===== src/rtl/panel_pwr_pkg.sv =====
package panel_pwr_pkg;
  typedef enum logic [1:0] {
    DIR_HOLD = 2'd0,
    DIR_UP   = 2'd1,
    DIR_DOWN = 2'd2
  } seq_dir_e;
endpackage


===== src/rtl/pps_dir_sel.sv =====
module pps_dir_sel
  import panel_pwr_pkg::*;
#(
  parameter int unsigned NUM_LINES = 3,
  parameter int unsigned LVL_W     = $clog2(NUM_LINES + 1)
) (
  input  logic [LVL_W-1:0] level_i,
  input  logic             req_i,
  output seq_dir_e         dir_o
);
  localparam logic [LVL_W-1:0] LvlFull = LVL_W'(NUM_LINES);

  always_comb begin
    if (req_i && (level_i != LvlFull))      dir_o = DIR_UP;
    else if (!req_i && (level_i != '0))     dir_o = DIR_DOWN;
    else                                    dir_o = DIR_HOLD;
  end
endmodule


===== src/rtl/pps_frame_cnt.sv =====
module pps_frame_cnt #(
  parameter int unsigned DLY_W = 3
) (
  input  logic             clk_i,
  input  logic             rst_ni,
  input  logic             active_i,
  input  logic             frame_i,
  input  logic [DLY_W-1:0] dly_i,
  output logic             step_o
);
  logic [DLY_W-1:0] cnt_q;
  logic [DLY_W-1:0] eff_dly;
  logic             last_frame;

  // zero delay behaves as a single frame
  assign eff_dly    = (dly_i == '0) ? DLY_W'(1) : dly_i;
  assign last_frame = (cnt_q >= (eff_dly - DLY_W'(1)));
  assign step_o     = active_i && frame_i && last_frame;

  always_ff @(posedge clk_i or negedge rst_ni) begin
    if (!rst_ni)            cnt_q <= '0;
    else if (!active_i)     cnt_q <= '0;
    else if (step_o)        cnt_q <= '0;
    else if (frame_i)       cnt_q <= cnt_q + DLY_W'(1);
  end
endmodule


===== src/rtl/pps_level.sv =====
module pps_level
  import panel_pwr_pkg::*;
#(
  parameter int unsigned NUM_LINES = 3,
  parameter int unsigned LVL_W     = $clog2(NUM_LINES + 1)
) (
  input  logic             clk_i,
  input  logic             rst_ni,
  input  logic             step_i,
  input  seq_dir_e         dir_i,
  output logic [LVL_W-1:0] level_o,
  output logic             on_o
);
  localparam logic [LVL_W-1:0] LvlTop = LVL_W'(NUM_LINES - 1);

  logic [LVL_W-1:0] level_q;
  logic             on_q;

  always_ff @(posedge clk_i or negedge rst_ni) begin
    if (!rst_ni) begin
      level_q <= '0;
      on_q    <= 1'b0;
    end else if (step_i) begin
      unique case (dir_i)
        DIR_UP: begin
          level_q <= level_q + LVL_W'(1);
          if (level_q == LvlTop) on_q <= 1'b1;
        end
        DIR_DOWN: begin
          level_q <= level_q - LVL_W'(1);
          if (level_q == LVL_W'(1)) on_q <= 1'b0;
        end
        default: ;
      endcase
    end
  end

  assign level_o = level_q;
  assign on_o    = on_q;
endmodule


===== src/rtl/pps_therm.sv =====
module pps_therm #(
  parameter int unsigned NUM_LINES = 3,
  parameter int unsigned LVL_W     = $clog2(NUM_LINES + 1)
) (
  input  logic [LVL_W-1:0]     level_i,
  output logic [NUM_LINES-1:0] lines_o
);
  for (genvar g = 0; g < NUM_LINES; g++) begin : g_line
    assign lines_o[g] = (level_i > LVL_W'(g));
  end
endmodule


===== src/rtl/panel_pwr_seq.sv =====
module panel_pwr_seq
  import panel_pwr_pkg::*;
#(
  parameter int unsigned NUM_LINES = 3,
  parameter int unsigned DLY_W     = 3
) (
  input  logic                 clk_i,
  input  logic                 rst_ni,
  input  logic                 frame_start_i,
  input  logic                 pwr_req_i,
  input  logic [DLY_W-1:0]     dly_frames_i,
  output logic [NUM_LINES-1:0] pwr_lines_o,
  output logic                 panel_on_o
);
  localparam int unsigned LvlW = $clog2(NUM_LINES + 1);

  logic [LvlW-1:0] level;
  seq_dir_e        dir;
  logic            step;

  pps_dir_sel #(.NUM_LINES(NUM_LINES), .LVL_W(LvlW)) i_dir_sel (
    .level_i (level),
    .req_i   (pwr_req_i),
    .dir_o   (dir)
  );

  pps_frame_cnt #(.DLY_W(DLY_W)) i_frame_cnt (
    .clk_i    (clk_i),
    .rst_ni   (rst_ni),
    .active_i (dir != DIR_HOLD),
    .frame_i  (frame_start_i),
    .dly_i    (dly_frames_i),
    .step_o   (step)
  );

  pps_level #(.NUM_LINES(NUM_LINES), .LVL_W(LvlW)) i_level (
    .clk_i   (clk_i),
    .rst_ni  (rst_ni),
    .step_i  (step),
    .dir_i   (dir),
    .level_o (level),
    .on_o    (panel_on_o)
  );

  pps_therm #(.NUM_LINES(NUM_LINES), .LVL_W(LvlW)) i_therm (
    .level_i (level),
    .lines_o (pwr_lines_o)
  );
endmodule


===== config.mk =====
export PLATFORM = sky130hd
export DESIGN_NAME = panel_pwr_seq
export DESIGN_NICKNAME = d
export VERILOG_FILES = /design/src/rtl/panel_pwr_pkg.sv /design/src/rtl/pps_dir_sel.sv /design/src/rtl/pps_frame_cnt.sv /design/src/rtl/pps_level.sv /design/src/rtl/pps_therm.sv /design/src/rtl/panel_pwr_seq.sv
export SDC_FILE = /design/constraint.sdc
export NUM_CORES = 1
export LEC_CHECK = 0
export ABC_CLOCK_PERIOD_IN_PS = 3950
export CAP_MARGIN = 20
export CORE_AREA = 2 2 39 41
export CTS_CLUSTER_DIAMETER = 40
export DETAILED_ROUTE_END_ITERATION = 10
export DIE_AREA = 0 0 41 43
export DONT_BUFFER_PORTS = 1
export GPL_TIMING_DRIVEN = 0
export SYNTH_ARGS = -nofsm -noshare
export SYNTH_HDL_FRONTEND = slang
export SYNTH_SLANG_ARGS = --single-unit

===== constraint.sdc =====
create_clock -name clk_i -period 3.95 [get_ports clk_i]
set_input_delay 0.395 -clock clk_i [delete_from_list [all_inputs] [get_ports clk_i]]
set_output_delay 0.395 -clock clk_i [all_outputs]
set_load 0.01 [all_outputs]

Word level (Yosys, flattened, before mapping). Index checks and enable logic that the tools add are counted.

Bits in latches: 0. Output and inout port bits: 4. ROM bits: 0. Input bits: 7. Logic and storage cells: 40. Memories kept: 0. Register bits: 6. RAM bits: 0.

Reductions and logical operators: 11. Div/mod/pow operators: 0. Eq/ne operators: 8. $mul: 0. Multiplexer cells: 10. $add $sub $neg: 4. Shift-type cells: 0. Bitwise gates (word level): 0. $lt $le $gt $ge: 4.

Operators by type and width (count): $mux 3 (4); $reduce_bool 2->1 (3); $eq 2x1->1 const B (2); $eq 2x2->1 const B (2); $gt 2x1->1 const B (2); $logic_and 1x1->1 (4); $mux 2 (2); $ne 2x1->1 const B (2); $pmux 2 s2 (1); $reduce_and 4->1 (1); $add 3x1->3 const B (1); $ge 3x3->1 (1); $logic_not 3->1 (1); $ne 3x3->1 const B (1); $sub 3x1->3 const B (1); $add 2x1->2 const B (1); $gt 2x2->1 const B (1); $mux 1 (2); $ne 2x2->1 const B (1); $pmux 1 s2 (1); $reduce_and 2->1 (1); $sub 2x1->2 const B (1); $logic_not 1->1 (1).

Longest topological paths before layout.
Depth after elaboration: 9. Gate-level depth with buffers: 9. Mapped depth without buffers: 9.

Cells and area by module. Synthesis repeated with hierarchy kept, for this count alone.

Cell total of the unflattened synthesis: 60. Area, all modules: 568.0 sq um.

By module, submodules not included: pps_frame_cnt (cells an instance 30, instances 1, area each 269.0 sq um); pps_level (cells an instance 24, instances 1, area each 254.0 sq um); pps_dir_sel (cells an instance 2, instances 1, area each 21.3 sq um); pps_therm (cells an instance 3, instances 1, area each 17.5 sq um); panel_pwr_seq (cells an instance 1, instances 1, area each 6.3 sq um).

Worst setup path after synthesis. Ideal clock, no wire load.

Path type: input to register. Start: in dly_frames_i[2]. End: reg i_level.on_q, in the netlist i_level.on_o. Stages: 9. Data required time: 3825 ps. Buffers on the path: 0. Path slack: 1947 ps. Arrival time: 1878 ps. Setup time: 125 ps. Cells stage by stage: nor2_1 nor2_1 ha_1 xnor2_1 ha_1 nand2_1 o21ai_1 and4_4 mux2_4.

Longest elaborated chain between the ends: 6.

Ends and longest elaborated chain: from (decl) (line panel_pwr_seq.sv:11) `input logic [DLY_W-1:0] dly_frames_i,`; $logic_not 3->1 (line pps_frame_cnt.sv:16) `assign eff_dly = (dly_i == '0) ? DLY_W'(1) : dly_i;`; $mux 3 * (line pps_frame_cnt.sv:16); $sub 3x1->3 * (line pps_frame_cnt.sv:17) `assign last_frame = (cnt_q >= (eff_dly - DLY_W'(1)));`; $ge 3x3->1 * (line pps_frame_cnt.sv:17); $logic_and 1x1->1 * (line pps_frame_cnt.sv:18) `assign step_o = active_i && frame_i && last_frame;`; $reduce_and 4->1 (no line) *; to (signal assigned) (line pps_level.sv:22) `on_q <= 1'b0;`; to (signal assigned) (line pps_level.sv:27) `if (level_q == LvlTop) on_q <= 1'b1;`; to (signal assigned) (line pps_level.sv:31) `if (level_q == LVL_W'(1)) on_q <= 1'b0;`; to (decl) (line pps_level.sv:17) `logic on_q;`.

Mark *: on every way between the ends. The rest lies on a longest branch, timed or not. A chain may end at the register's enable or synchronous reset.

Final worst setup path. Same ends and word-level chain as after synthesis.

==> metrics <==
Req. time, crit path=4.08 ns; Initial Util=between 30% and 40%; Via density=between 4 and 5; WL/cell=10.4 µm; area delta synth->final=11.0%; synth warn=0; Yosys reg bits=6; DP HPWL=about 610 µm; clock skew=around 0.0071 ns; critical setup path kind=in2reg; core area=roughly 0.0014 mm²; htree depth=1; PwrDens=around 650 mW/mm²; Synth Net Count=between 60 and 70; placed cells=65; Syn Area/Cell=roughly 9.8 µm²; register area share after synthesis=31.3%; gr usage total=between 10% and 20%; I/O pins=11; post-route cell area=roughly 530 µm²; min Tclk post-route=1.87 ns; Syn Std Cell Area=479 µm²; Setup violations, final=0; cells along the critical path=nor2_1 > nor2_1 > ha_1 > xnor2_1 > ha_1 > nand2_1 > o21ai_1 > and4_4 > mux2_4; hold slack final=around 0.37 ns; Syn Inst Count=between 40 and 50; Cell variety after synth=22; Antenna Nets Post-Route=0; critical path arrival=2.00 ns; largest net degree at the start of global routing=8; multi-input logic area=307 µm²; outcome=finished, final reports clean; CP Launch Type=input port; combinational family with the most area after synthesis=adder cells; final hold violation count=0; Slew Viols, Final=0; VDD IR-drop max=0.236 mV; RSZ-0062 raised after global routing=false; Die Span Y=~43 µm; drt first pass iters=1; Die Footprint=around 0.0018 mm²; slew margin rel.=between 60% and 70%; slowest CP cell=ha_1; Critical Path End Type=flip-flop; Non-Filler Instances=between 60 and 70; HP Class=in2reg; measured slew at the worst slew-check pin=between 0.4 and 0.5 ns; initial DRC count=0; Ant. Diodes=0; post-synthesis xor/xnor area fraction=under 10%; Max Cap Viol=0; CTS tree=yes; grt ovf=0; # rows=14; setup_tns=0 ns; DRT Wirelength=between 700 and 800 µm; share of layout cells above drive strength 1=under 10%; # fillers=between 100 and 150; worst-path fanout max=4; Placer Congestion=about 0.64; Resized Gates After CTS=0; Sequential cell area=approximately 150 µm²; Final Util=roughly 38%; Tcrit/Tclk final=47.3%; first-pass GRT wire length=~1.3 mm; Worst-Skew Late Latency=between 0.2 and 0.25 ns; Num CTS Buffers=3; nets@finish=71; clk root buf=clkbuf_4; Sink Count=6; hold buffer count at cts=1; Port Buffers=0; post-CTS setup buffer count=0; Die X=41 µm; Compound-Gate Fraction of Synth Area=9.66%; leakage power=0.267 nW; max incr delay on CP=about 0.29 ns; vias in the first global route=about 350; Max Fclk=~530 MHz; initial antenna violation count=0; clk slew on worst S/H paths=~0.050 ns; mux cell area share after synthesis=9.40%; vias post-DR=337; clk buf depth=2; post-synthesis simple-gate area fraction=roughly 16%; Residual DRC=0; Post-Synth Adder-Cell Area=23.5%; Area after DPL=499 µm²
==> kinds of logic after synthesis <==
family	after synthesis
AOI/OAI and AO/OA	7
xor gates and xnor gates	3
adders and majority gates	9
buffers and inverters	6
DFF	6
muxes	4
and+or+nand+nor	14
==> report_power, final <==
| part | total (mW) | internal [mW] | switching [mW] |
|---|---|---|---|
| logic | 0.179 | 0.0823 | 0.0971 |
| registers | 0.108 | 0.0880 | 0.0200 |
| clock network | 0.0557 | 0.0343 | 0.0213 |
==> layout by cell type, fill, tap and decap left out, drive strengths merged, types with 2 or more instances in the layout <==
master  netlist  routed
ha            9       9
inv           6       6
dfrtp         6       6
nor2          5       5
mux2i         3       3
clkbuf        0       3
xnor2         2       2
nand2         2       2
and2          2       2
o21ai         2       2
==> synth_stat cells <==
cell,count,area share (%)
mux2_4,1,3.1
a21oi_1,1,1.0
o21ai_1,1,1.0
o211ai_1,1,1.6
nand2_1,2,1.6
and4_4,1,2.3
dfrtp_1,6,31
nand3b_1,1,1.6
inv_1,6,4.7
o21ai_0,1,1.0
xnor2_1,2,3.7
o22ai_1,1,1.3
and3_1,1,1.3
and2_1,2,2.6
xor2_1,1,1.8
or2_1,1,1.3
mux2i_1,3,6.3
nor2_1,5,3.9
a31o_1,1,1.8
ha_1,9,23
a2bb2oi_1,1,1.8
nor2b_1,1,1.3
==> sequential cells by signal, indices dropped and copies added (netlist names) <==
signal / flops
i_frame_cnt.cnt_q: 3
i_level.level_o: 2
i_level.on_o: 1
==> layout make-up <==
class / count / share of cell area, %
Multi-Input combinational cell: 37 / 57.6
Clock buffer: 3 / 4.24
Sequential cell: 6 / 28.2
Inverter: 6 / 4.24
Tap cell: 16 / 3.76
Timing Repair Buffer: 1 / 1.88
==> metal layers <==
| metal | share of wire, % | vias up | track usage (%) |
|---|---|---|---|
| met5 | 0 | - | 0 |
| met4 | 0 | 0 | 0 |
| met3 | 6.8 | 0 | 7.85 |
| met2 | 48 | 6 | 17.8 |
| met1 | 45 | 156 | 11.7 |
| li1 | - | 175 | - |
==> critical path, delay by kind of cell <==
| family | cells | cell delay [ns] |
|---|---|---|
| muxes | 1 | 0.29 |
| xor gates and xnor gates | 1 | 0.12 |
| adders and majority gates | 2 | 0.47 |
| and+or+nand+nor | 4 | 0.47 |
| AOI/OAI and AO/OA | 1 | 0.24 |
==> metrics by stage <==
step                power (mW)  setup WS [ns]
finish                   0.343           2.08
global route             0.382           1.95
CTS                      0.349           2.07
detailed placement       0.288           1.81
global placement         0.286           1.83
floorplan                0.259           1.95
==> final timing paths <==
kind	start	to	slack, ns	cells past startpoint
hold / removal	frame_start_i	i_frame_cnt.cnt_q[2]	0.37	2
hold reg to reg	i_frame_cnt.cnt_q[2]	i_frame_cnt.cnt_q[2]	0.52	1
setup reg to reg	i_level.level_o[0]	i_level.on_o	2.18	4
min in group asynchronous	rst_ni	i_level.on_o	0.46	1
setup / recovery	dly_frames_i[2]	i_level.on_o	2.08	9
max in group asynchronous	rst_ni	i_level.level_o[1]	3.27	1
(Power assumes the default switching activity.)
